[config.mk]
export PLATFORM = sky130hd
export DESIGN_NAME = dbuf_bank
export DESIGN_NICKNAME = d
export VERILOG_FILES = /design/src/rtl/dbuf_pkg.sv /design/src/rtl/dbuf_update_ctl.sv /design/src/rtl/dbuf_channel.sv /design/src/rtl/dbuf_mode_dec.sv /design/src/rtl/dbuf_bank.sv
export SDC_FILE = /design/constraint.sdc
export NUM_CORES = 1
export LEC_CHECK = 0
export BUFFER_PORTS_ARGS = -buffer_cell sky130_fd_sc_hd__buf_2
export CELL_PAD_IN_SITES_DETAIL_PLACEMENT = 0
export CELL_PAD_IN_SITES_GLOBAL_PLACEMENT = 1
export CORE_MARGIN = 4
export CORE_UTILIZATION = 45
export DETAILED_ROUTE_END_ITERATION = 7
export PLACE_DENSITY = 0.88
export SLEW_MARGIN = 20
export SYNTH_ARGS = -nofsm -noshare
export SYNTH_HDL_FRONTEND = slang
export SYNTH_SLANG_ARGS = --single-unit
[constraint.sdc]
create_clock -name clk -period 1.5 [get_ports clk]
set_input_delay 0.375 -clock clk [delete_from_list [all_inputs] [get_ports clk]]
set_output_delay 0.375 -clock clk [all_outputs]
set_load 0.01 [all_outputs]
[src/rtl/dbuf_pkg.sv]
package dbuf_pkg;

  // Drive mode carried in the top two bits of each live word
  typedef enum logic [1:0] {
    PD_NORMAL = 2'b00,
    PD_OFF_1K = 2'b01,
    PD_OFF_100K = 2'b10,
    PD_OFF_HIZ = 2'b11
  } pd_code_e;

  localparam int unsigned MODE_W = 4;

endpackage

[src/rtl/dbuf_update_ctl.sv]
module dbuf_update_ctl #(
  parameter int unsigned NUM_CH = 4,
  parameter int unsigned CH_W = 2
) (
  input  logic              clk,
  input  logic              rst_n,
  input  logic              wr_valid,
  input  logic [CH_W-1:0]   wr_chan,
  input  logic              wr_hold,
  output logic              wr_ready,
  output logic [NUM_CH-1:0] wr_sel,
  output logic              xfer_req
);

  logic ready_q;
  logic accept;

  always_ff @(posedge clk or negedge rst_n) begin
    if (!rst_n) ready_q <= 1'b0;
    else ready_q <= 1'b1;
  end

  assign wr_ready = ready_q;
  assign accept = wr_valid & ready_q;
  assign xfer_req = accept & ~wr_hold;

  for (genvar g = 0; g < NUM_CH; g++) begin : g_sel
    assign wr_sel[g] = accept && (wr_chan == CH_W'(g));
  end

  AST_READY_STAYS_UP: assert property (@(posedge clk) disable iff (!rst_n)
    $past(rst_n) |-> wr_ready);

endmodule

[src/rtl/dbuf_channel.sv]
module dbuf_channel #(
  parameter int unsigned DATA_W = 16
) (
  input  logic              clk,
  input  logic              rst_n,
  input  logic              wr_sel,
  input  logic              xfer_req,
  input  logic [DATA_W-1:0] wr_data,
  output logic [DATA_W-1:0] live_word,
  output logic              upd_pulse
);

  logic [DATA_W-1:0] stage_q;
  logic [DATA_W-1:0] live_q;
  logic              pend_q;
  logic              upd_q;
  logic              xfer;
  logic [DATA_W-1:0] live_d;

  // Copy only when released and there is something new to pass on
  assign xfer = xfer_req & (pend_q | wr_sel);
  assign live_d = wr_sel ? wr_data : stage_q;

  always_ff @(posedge clk or negedge rst_n) begin
    if (!rst_n) begin
      stage_q <= '0;
      live_q <= '0;
      pend_q <= 1'b0;
      upd_q <= 1'b0;
    end else begin
      if (wr_sel) stage_q <= wr_data;
      if (xfer) live_q <= live_d;
      pend_q <= xfer ? 1'b0 : (pend_q | wr_sel);
      upd_q <= xfer;
    end
  end

  assign live_word = live_q;
  assign upd_pulse = upd_q;

  AST_STAGE_MARKS_PENDING: assert property (@(posedge clk) disable iff (!rst_n)
    (wr_sel && !xfer_req) |=> (pend_q && $stable(live_q)));

  AST_CLEAN_STAYS_QUIET: assert property (@(posedge clk) disable iff (!rst_n)
    (!pend_q && !wr_sel) |=> (!upd_q && $stable(live_q)));

  AST_SAME_BEAT_FORWARD: assert property (@(posedge clk) disable iff (!rst_n)
    (wr_sel && xfer_req) |=> (!pend_q && upd_q && live_q == $past(wr_data)));

endmodule

[src/rtl/dbuf_mode_dec.sv]
module dbuf_mode_dec
  import dbuf_pkg::*;
(
  input  logic [1:0]        code,
  output logic [MODE_W-1:0] mode
);

  always_comb begin
    unique case (pd_code_e'(code))
      PD_NORMAL:   mode = 4'b0001;
      PD_OFF_1K:   mode = 4'b0010;
      PD_OFF_100K: mode = 4'b0100;
      PD_OFF_HIZ:  mode = 4'b1000;
      default:     mode = 4'b0001;
    endcase
  end

endmodule

[src/rtl/dbuf_bank.sv]
module dbuf_bank
  import dbuf_pkg::*;
#(
  parameter int unsigned NUM_CH = 4,
  parameter int unsigned DATA_W = 16,
  parameter int unsigned CH_W = (NUM_CH > 1) ? $clog2(NUM_CH) : 1
) (
  input  logic                     clk,
  input  logic                     rst_n,
  input  logic                     wr_valid,
  output logic                     wr_ready,
  input  logic [CH_W-1:0]          wr_chan,
  input  logic [DATA_W-1:0]        wr_data,
  input  logic                     wr_hold,
  output logic [NUM_CH*DATA_W-1:0] out_word,
  output logic [NUM_CH-1:0]        out_upd,
  output logic [NUM_CH*MODE_W-1:0] out_mode
);

  localparam int unsigned CODE_LSB = DATA_W - 2;

  logic [NUM_CH-1:0] wr_sel;
  logic              xfer_req;

  dbuf_update_ctl #(.NUM_CH(NUM_CH), .CH_W(CH_W)) u_ctl (
    .clk(clk), .rst_n(rst_n), .wr_valid(wr_valid), .wr_chan(wr_chan),
    .wr_hold(wr_hold), .wr_ready(wr_ready), .wr_sel(wr_sel), .xfer_req(xfer_req)
  );

  for (genvar i = 0; i < NUM_CH; i++) begin : g_ch
    logic [DATA_W-1:0] word_i;

    dbuf_channel #(.DATA_W(DATA_W)) u_chan (
      .clk(clk), .rst_n(rst_n), .wr_sel(wr_sel[i]), .xfer_req(xfer_req),
      .wr_data(wr_data), .live_word(word_i), .upd_pulse(out_upd[i])
    );

    dbuf_mode_dec u_dec (
      .code(word_i[CODE_LSB +: 2]),
      .mode(out_mode[MODE_W*i +: MODE_W])
    );

    assign out_word[DATA_W*i +: DATA_W] = word_i;

    AST_MODE_ONEHOT: assert property (@(posedge clk) disable iff (!rst_n)
      $onehot(out_mode[MODE_W*i +: MODE_W]));
  end

  AST_HOLD_KEEPS_OUTPUT: assert property (@(posedge clk) disable iff (!rst_n)
    (wr_valid && wr_ready && wr_hold) |=> ($stable(out_word) && out_upd == '0));

  AST_RELEASE_PULSES: assert property (@(posedge clk) disable iff (!rst_n)
    (wr_valid && wr_ready && !wr_hold && (32'(wr_chan) < NUM_CH)) |=> (out_upd != '0));

endmodule

==> results of run 1 <==
-- repair_timing --
| action | 4_1_cts | 5_1_grt |
|---|---|---|
| pin swaps | 2 | 4 |
| resized for setup | 2 | 6 |
| hold buffers | 1 | 0 |
| setup buffers | 5 | 1 |
| endpoints found under the hold margin | 29 | 0 |
| endpoints found under the setup margin | 12 | 66 |
-- report_power, final --
group / internal, mW / leakage, nW / switching [mW]
clock: 2.34 / 0.256 / 1.45
combinational: 1.39 / 1.75 / 1.25
sequential: 4.55 / 1.65 / 0.591
total: 8.28 / 3.66 / 3.29
-- layer usage --
metal / GRT usage [%] / up-vias / routed length [um]
met4: 8.282 / 0 / 404
met5: 0 / - / 0
met2: 33.56 / 123 / 7601
met1: 26.05 / 2281 / 6521
met3: 7.130 / 40 / 853
li1: - / 1978 / -
-- worst reg2reg max path, delay by kind of cell (launching register included) --
kind / cells / cell delay (ns)
buffers and inverters: 1 / 0.18
AND/OR/NAND/NOR: 1 / 0.26
multiplexers: 1 / 0.41
flip-flops: 1 / 0.43
-- worst max-delay path by stage --
stage	start	slack, ns	endpoint
3_3_place_gp	wr_chan[1]	-0.18	g_ch[0].u_chan.live_word[3]$_DFFE_PN0P_
3_5_place_dp	wr_chan[0]	-0.27	g_ch[0].u_chan.live_word[3]$_DFFE_PN0P_
4_1_cts	g_ch[1].u_chan.live_word[15]$_DFFE_PN0P_	-0.04	out_mode[7]
2_1_floorplan	u_ctl.wr_ready$_DFF_PN0_	0.05	g_ch[0].u_chan.stage_q[10]$_DFF_PN0_
6_report	g_ch[3].u_chan.live_word[14]$_DFFE_PN0P_	-0.02	out_mode[15]
5_1_grt	g_ch[3].u_chan.live_word[14]$_DFFE_PN0P_	-0.06	out_mode[15]
-- synthesized netlist by cell type (5+ instances only) --
cell       count
dfrtp_1      137
mux2_4        18
a2bb2oi_1     16
o2bb2ai_1     32
a31oi_1       32
mux2_2        46
a22oi_1       16
nor2_1         8
buf_4          9
buf_2         12
and3b_1       33
clkbuf_1      17
inv_1         22
o22ai_1       32
buf_6          5
nor2b_1        6
-- placed cells by master (no fill, tap or decap), types with 3 or more instances in the layout --
cell and count:
buf_6 3, o2bb2ai_1 32, a31oi_1 32, a22oi_1 16, and2_1 3, a21oi_1 3
clkbuf_16 17, mux2_4 18, inv_1 20, clkbuf_8 3, and3b_1 32, nor2_1 8
mux2_2 46, nor2b_1 6, dfrtp_1 135, buf_4 28, a2bb2oi_1 16, buf_12 10
o22ai_1 32, buf_2 104
-- state kept, by name, summed over array words and instances, names as in the netlist --
register and count:
g_ch.u_chan.live_word 64, g_ch.u_chan.stage_q 64, g_ch.u_chan.pend_q 4, g_ch.u_chan.upd_pulse 4, u_ctl.wr_ready 1
-- layout make-up --
class / count / area (um^2) / share of cell area (%)
sequential: 137 / 3431 / 45.53
multi-input combinational: 264 / 2305 / 30.59
timing repair buffer: 146 / 974.7 / 12.94
clock buffer: 22 / 474.2 / 6.294
tap: 176 / 220.2 / 2.923
inverter: 22 / 82.58 / 1.096
clock inverter: 4 / 47.55 / 0.6310
-- cell families (layout without fill, tap and decap cells) --
group | after synthesis | count (layout) | synth area share (%)
other cells | 1 | 1 | 0.06190
buf+inv | 66 | 194 | 5.514
simple gates | 61 | 61 | 7.972
compound gates | 138 | 138 | 16.85
flops | 137 | 137 | 56.59
mux | 64 | 64 | 13.01
==> results_dict.tcl, run 1 <==
set metrics [dict create \
    synth_top_cell_by_area "dfrtp_1" \
    placed_cell_area_um2 6937 \
    worstPathRequired_ns 1.12 \
    fin_ws_ns -0.01957 \
    root_buffer "clkbuf_16" \
    io_pins 107 \
    synth_cells 467 \
    coreArea_um2 13190 \
    clkLatencyLatePin_ns 0.42 \
    grt-ovfl-total 0 \
    num_vias 4422 \
    hpwl_um 10240 \
    ir_drop_uv 646.8 \
    cts_sinks 137 \
    yosysWarnings 0 \
    final.fill_count 1047 \
    synth.area.top_cells "dfrtp_1 (57%), mux2_2 (8.6%), and3b_1 (4.8%), o2bb2ai_1 (4.6%), mux2_4 (4.5%)" \
    drcViolationCount 0 \
    worstHoldPathType "in -> reg" \
    cp.arrival_ns 1.14 \
    start_kind "flop" \
    syn_area_um2 6058 \
    worstHoldStart "wr_data[6]" \
    worstMarginPinSlew_ns 0.6383 \
    slew_headroom_pct 57.45 \
    violations "setup timing" \
    fin_setup_tns_ns -0.03545 \
    dr.pass1.iters 4 \
    max_freq_mhz 658.1 \
    whs_path_depth 2 \
    end_kind "primary output" \
    die_x_um 124.0 \
    htreeDepth 4 \
    reg2reg_to "g_ch[2].u_chan.stage_q[10]$_DFF_PN0_" \
    synth_flop_cell "dfrtp_1" \
    cap_violations 0 \
    grt_pass1_wl_um 24090 \
    yosysUniqueCellTypes 34 \
    path_depth 2 \
    layout_min_cycle_time_ns 1.520 \
    clkTransAtPathRegs_ns 0.06 \
    ys_seq_elements 137 \
    drtIter0Drc 355 \
    grt_usage_pct 20.90 \
    regToRegSetupSlack_ns 0.11 \
    gp_congestion 0.7913 \
    die_y_um 124.0 \
    holdPathEnd "g_ch[1].u_chan.stage_q[6]$_DFF_PN0_" \
    routed_wl_um 15380 \
    cts_tree "yes" \
    synth_top_area_share_pct 56.59 \
    drive_above_1_share_pct 42.02 \
    antenna_left 0 \
    cpMaxStageDelayCell "dfrtp_1" \
    postSynthAreaPerCell_um2 12.97 \
    seq_area_frac_synth_pct 56.59 \
    reg2regPathDepth 3 \
    async_reset_ff_share_pct 100.0 \
    postLayoutCoreUtil_pct 57.12 \
    finalSetupViolCount 3 \
    portBuffers 106 \
    period_share_pct 101.3 \
    dp_slack_ns -0.2741 \
    wire_per_inst_um 19.95 \
    crit_fanout 6 \
    whs_ns 0.3117 \
    cts.path.max_buffers 2 \
    instances_no_fill 771 \
    rows 42 \
    synth_nets 489 \
    diodes 0 \
    max_stage_delay_ns 0.42 \
    finalNetCount 610 \
    r2r-start "u_ctl.wr_ready$_DFF_PN0_" \
    critPathBufInv 1 \
    finalMaxSlewViolations 0 \
    die_area_um2 15380 \
    power.total_mw 11.57 \
    syn2layout_area_growth_pct 24.37 \
    hold_viol 0 \
    initial_utilization_pct 45.93 \
    viasPerCell 5.735 \
    synth_edf_count 0 \
    grt_setup_unrepaired "yes" \
    p_per_area_nw_per_um2 1536 \
    skew_ns 0.006956 \
    path_delay_family "flip-flops" \
    post-place-cells 738 \
    design_area_um2 7535 \
    status "complete, but fails checks" \
    p_leak_nw 3.660 \
    grt_max_degree 37 \
    antenna_found_initial 0 \
    crit_type "reg -> out" \
    cts_buffers 17 \
    cp_cell_sequence "and2_1 > buf_2" \
    grt_pass1_vias 4622 \
]
(Power assumes the default switching activity.)
==> run 2, diff against run 1 <==
Settings changed: RECOVER_POWER set to 100.
==> results_dict.tcl, run 2 (synthesis results as in run 1) <==
set metrics [dict create \
    hpwl_um 10240 \
    end_kind "primary output" \
    layout_min_cycle_time_ns 1.520 \
    clkLatencyLatePin_ns 0.42 \
    initial_utilization_pct 45.93 \
    dr_wl_met3_um 922 \
    grt_usage_pct 20.90 \
    cp_cell_sequence "and2_1 > buf_2" \
    wire_per_inst_um 19.93 \
    die_x_um 124.0 \
    viasPerCell 5.732 \
    cts_buffers 17 \
    hold_viol 0 \
    syn2layout_area_growth_pct 20.47 \
    cts_sinks 137 \
    slew_headroom_pct 41.78 \
    rows 42 \
    period_share_pct 101.3 \
    final_common_cell "dfrtp_1" \
    p_leak_nw 3.348 \
    met2_wirelength_um 7616 \
    whs_path_depth 2 \
    finalMaxSlewViolations 0 \
    clkTransAtPathRegs_ns 0.06 \
    io_pins 107 \
    drtIter0Drc 288 \
    die_y_um 124.0 \
    critPathBufInv 1 \
    grt_pass1_wl_um 24090 \
    htreeDepth 4 \
    p_per_area_nw_per_um2 1555 \
    routed.top_layer "met4" \
    regToRegSetupSlack_ns 0.03 \
    cpMaxStageDelayCell "dfrtp_1" \
    skew_ns 0.007767 \
    routed_wl_um 15370 \
    max_stage_delay_ns 0.43 \
    finalNetCount 610 \
    crit_fanout 6 \
    worstPathRequired_ns 1.12 \
    portBuffers 106 \
    finalSetupViolCount 2 \
    cts.path.max_buffers 2 \
    startpoint "g_ch[3].u_chan.live_word[14]$_DFFE_PN0P_" \
    reg2regPathDepth 4 \
    num_vias 4419 \
    start_kind "flop" \
    worstMarginPinSlew_ns 0.8733 \
    dp_slack_ns -0.2741 \
    crit_type "reg -> out" \
    wl_met1_um 6432 \
    antenna_left 0 \
    gp_congestion 0.7913 \
    cap_violations 0 \
    grt_setup_unrepaired "yes" \
    ir_drop_uv 629.0 \
    postLayoutCoreUtil_pct 55.33 \
    drcViolationCount 0 \
    path_depth 2 \
    grt-ovfl-total 0 \
    endpoint "out_mode[15]" \
    grt_pass1_vias 4622 \
    max_freq_mhz 657.8 \
    antenna_found_initial 0 \
    grt_max_degree 37 \
    cp.arrival_ns 1.15 \
    fin_ws_ns -0.02018 \
    status "complete, but fails checks" \
    drive_above_1_share_pct 27.73 \
    coreArea_um2 13190 \
    root_buffer "clkbuf_16" \
    violations "setup timing" \
    path_delay_family "flip-flops" \
    worstHoldPathType "in -> reg" \
    cts_tree "yes" \
    r2r-start "u_ctl.wr_ready$_DFF_PN0_" \
    dr.pass1.iters 4 \
    final_cell_mix "dfrtp_1 (135), clkbuf_1 (68), mux2_2 (46), buf_2 (40)" \
    reg2reg_to "g_ch[0].u_chan.live_word[8]$_DFFE_PN0P_" \
    diodes 0 \
    die_area_um2 15380 \
]
-- run 2: cell count changes in the layout (fill, tap and decap cells not counted), moves of 2 or more --
cell,previous run,this run
buf_4,28,23
buf_2,104,40
clkbuf_2,0,3
buf_12,10,5
mux2_1,0,16
clkbuf_4,0,4
mux2_4,18,2
clkbuf_1,2,68
o21ai_2,2,0
o21ai_1,1,3
-- run 2: per-stage QoR --
stage	std cells	cell area [um^2]	power (mW)	TNS, ns	hold slack, ns
floorplan	467	6058	6.583	0	0.07941
global placement	738	6937	7.620	-5.770	0.2876
detailed placement	738	6937	7.752	-9.199	0.2881
CTS	770	7506	11.61	-0.1803	0.3029
global route	771	7298	11.91	-1.798	0.2766
finish	771	7298	11.35	-0.03296	0.3005
-- run 2: timing repair --
item,CTS,global route
hold endpoints to repair,29,0
setup buffers,5,1
pin swaps,2,4
endpoints found under the setup margin,12,66
hold buffers,1,0
resized for setup,2,6
-- run 2: metal layers --
layer,global-route usage (%),vias to the layer above
li1,-,1974
met1,26.05,2278
met2,33.56,132
met3,7.130,35
met4,8.282,0
met5,0,-
-- run 2: power by group --
part / total (mW) / internal, mW / switching [mW] / leakage, nW
Sequential: 5.15 / 4.55 / 0.596 / 1.65
Clock: 3.78 / 2.34 / 1.44 / 0.256
Combinational: 2.42 / 1.18 / 1.24 / 1.44
-- run 2: worst min path at each step --
stage / from / slack (ns) / end
final: wr_data[6] / 0.30 / g_ch[1].u_chan.stage_q[6]$_DFF_PN0_
after global routing: wr_data[6] / 0.28 / g_ch[2].u_chan.stage_q[6]$_DFF_PN0_
after detailed placement: rst_n / 0.29 / g_ch[1].u_chan.live_word[7]$_DFFE_PN0P_
after floorplan: rst_n / 0.08 / g_ch[0].u_chan.live_word[0]$_DFFE_PN0P_
after global placement: rst_n / 0.29 / g_ch[1].u_chan.live_word[12]$_DFFE_PN0P_
after CTS: wr_data[6] / 0.30 / g_ch[1].u_chan.stage_q[6]$_DFF_PN0_
-- run 2: cell type report --
cell class | instances | area [um^2]
flip-flops and latches | 137 | 3431
clock inverters | 4 | 47.55
fillers | 1113 | 5892
clock buffers | 22 | 474.2
repair buffers | 146 | 824.5
well taps | 176 | 220.2
multi-input cells | 264 | 2218
inverters | 22 | 82.58
==> run 3, diff against run 2 <==
Settings changed: GPL_ROUTABILITY_DRIVEN set to 0, RECOVER_POWER 100 to 25.
==> results_dict.tcl, run 3 (synthesis results as in run 1) <==
set metrics [dict create \
    p_leak_nw 3.653 \
    violations "setup timing" \
    die_area_um2 15380 \
    initial_utilization_pct 45.93 \
    hpwl_um 10240 \
    num_vias 4433 \
    cap_violations 0 \
    grt_max_degree 37 \
    r2r-start "u_ctl.wr_ready$_DFF_PN0_" \
    finalSetupViolCount 4 \
    fin_ws_ns -0.02658 \
    p_per_area_nw_per_um2 1538 \
    finalNetCount 610 \
    die_x_um 124.0 \
    cts_sinks 137 \
    rows 42 \
    max_freq_mhz 655.1 \
    diodes 0 \
    whs_path_depth 2 \
    dr.pass1.iters 4 \
    io_pins 107 \
    ir_drop_uv 644.3 \
    grt_pass1_wl_um 24090 \
    drcViolationCount 0 \
    power.total_mw 11.56 \
    skew_ns 0.01003 \
    antenna_left 0 \
    postLayoutCoreUtil_pct 56.97 \
    htreeDepth 4 \
    syn2layout_area_growth_pct 24.04 \
    max_stage_delay_ns 0.43 \
    portBuffers 106 \
    worstMarginPinSlew_ns 0.8818 \
    cts.path.max_buffers 2 \
    grt-ovfl-total 0 \
    die_y_um 124.0 \
    grt_setup_unrepaired "yes" \
    drive_above_1_share_pct 42.02 \
    period_share_pct 101.8 \
    cpMaxStageDelayCell "dfrtp_1" \
    worstHoldPathType "in -> reg" \
    slew_headroom_pct 41.22 \
    root_buffer "clkbuf_16" \
    clkLatencyLatePin_ns 0.42 \
    coreArea_um2 13190 \
    cts_buffers 17 \
    final_cell_mix "dfrtp_1 (135), buf_2 (104), mux2_2 (46)" \
    cts_tree "yes" \
    worstHoldStart "wr_data[6]" \
    worstPathRequired_ns 1.12 \
    crit_type "reg -> out" \
    layout_min_cycle_time_ns 1.527 \
    holdPathEnd "g_ch[1].u_chan.stage_q[6]$_DFF_PN0_" \
    viasPerCell 5.750 \
    final_common_cell "dfrtp_1" \
    reg2reg_to "g_ch[2].u_chan.stage_q[10]$_DFF_PN0_" \
    end_kind "primary output" \
    hold_viol 0 \
    final.fill_count 1053 \
    whs_ns 0.3160 \
    start_kind "flop" \
    clkTransAtPathRegs_ns 0.06 \
    wire_per_inst_um 19.96 \
    status "complete, but fails checks" \
    cp.arrival_ns 1.15 \
    design_area_um2 7515 \
    antenna_found_initial 0 \
    regArea_um2 3431 \
    drtIter0Drc 304 \
    finalMaxSlewViolations 0 \
    reg2regPathDepth 3 \
    crit_fanout 6 \
    multi_input_area_um2 2305 \
    cp_cell_sequence "and2_1 > buf_2" \
    regToRegSetupSlack_ns 0.10 \
    grt_usage_pct 20.90 \
    placed_cell_area_um2 6937 \
    grt_pass1_vias 4622 \
    routed_wl_um 15390 \
    dp_slack_ns -0.2741 \
]
run 3: cell count changes in the layout (fill, tap and decap cells not counted), sizes merged:
cell	change
buf	+72
clkbuf	-72
run 3: power breakdown:
group	switching (mW)	total [mW]	internal, mW	leakage (nW)
registers	0.591	5.15	4.55	1.65
logic	1.25	2.63	1.38	1.74
clock network	1.44	3.78	2.34	0.256
total	3.28	11.6	8.28	3.65
run 3: routing by layer:
layer,wire length (um),global-route usage (%)
met1,6463,26.05
met2,7707,33.56
met3,848,7.130
met4,373,8.282
met5,0,0
run 3: what timing repair did:
item                                   CTS  global route
pin swaps                                2             4
hold buffers                             1             0
gates cloned                             0             0
resized for setup                        2             6
setup buffers                            5             1
endpoints found under the hold margin   29             0
setup endpoints to repair               12            66
run 3: worst max-delay path by stage:
stage,from,to,cells after the start
finish,g_ch[3].u_chan.live_word[14]$_DFFE_PN0P_,out_mode[15],2
global route,g_ch[3].u_chan.live_word[14]$_DFFE_PN0P_,out_mode[15],2
CTS,g_ch[1].u_chan.live_word[15]$_DFFE_PN0P_,out_mode[7],2
detailed placement,wr_chan[0],g_ch[0].u_chan.live_word[3]$_DFFE_PN0P_,5
global placement,wr_chan[1],g_ch[0].u_chan.live_word[3]$_DFFE_PN0P_,5
floorplan,u_ctl.wr_ready$_DFF_PN0_,g_ch[0].u_chan.stage_q[10]$_DFF_PN0_,5
run 3: final cells by class:
class / instances / share of cell area (%)
sequential: 137 / 45.65
clock buffer: 22 / 6.310
inverter: 22 / 1.099
multi-input combinational: 264 / 30.67
timing repair buffer: 146 / 12.70
tap: 176 / 2.930
clock inverter: 4 / 0.6327
run 3: worst max-delay path: cells and delay by family (launching register included):
family                 cells  cell delay (ns)
flip-flops                 1             0.43
buffers and inverters      1             0.14
AND/OR/NAND/NOR            1             0.17
run 3: stage by stage:
step,setup TNS [ns],instances
after detailed placement,-9.199,738
after floorplan,0,467
after global placement,-5.770,738
final,-0.04690,771
after CTS,-0.1803,770
after global routing,-1.260,771
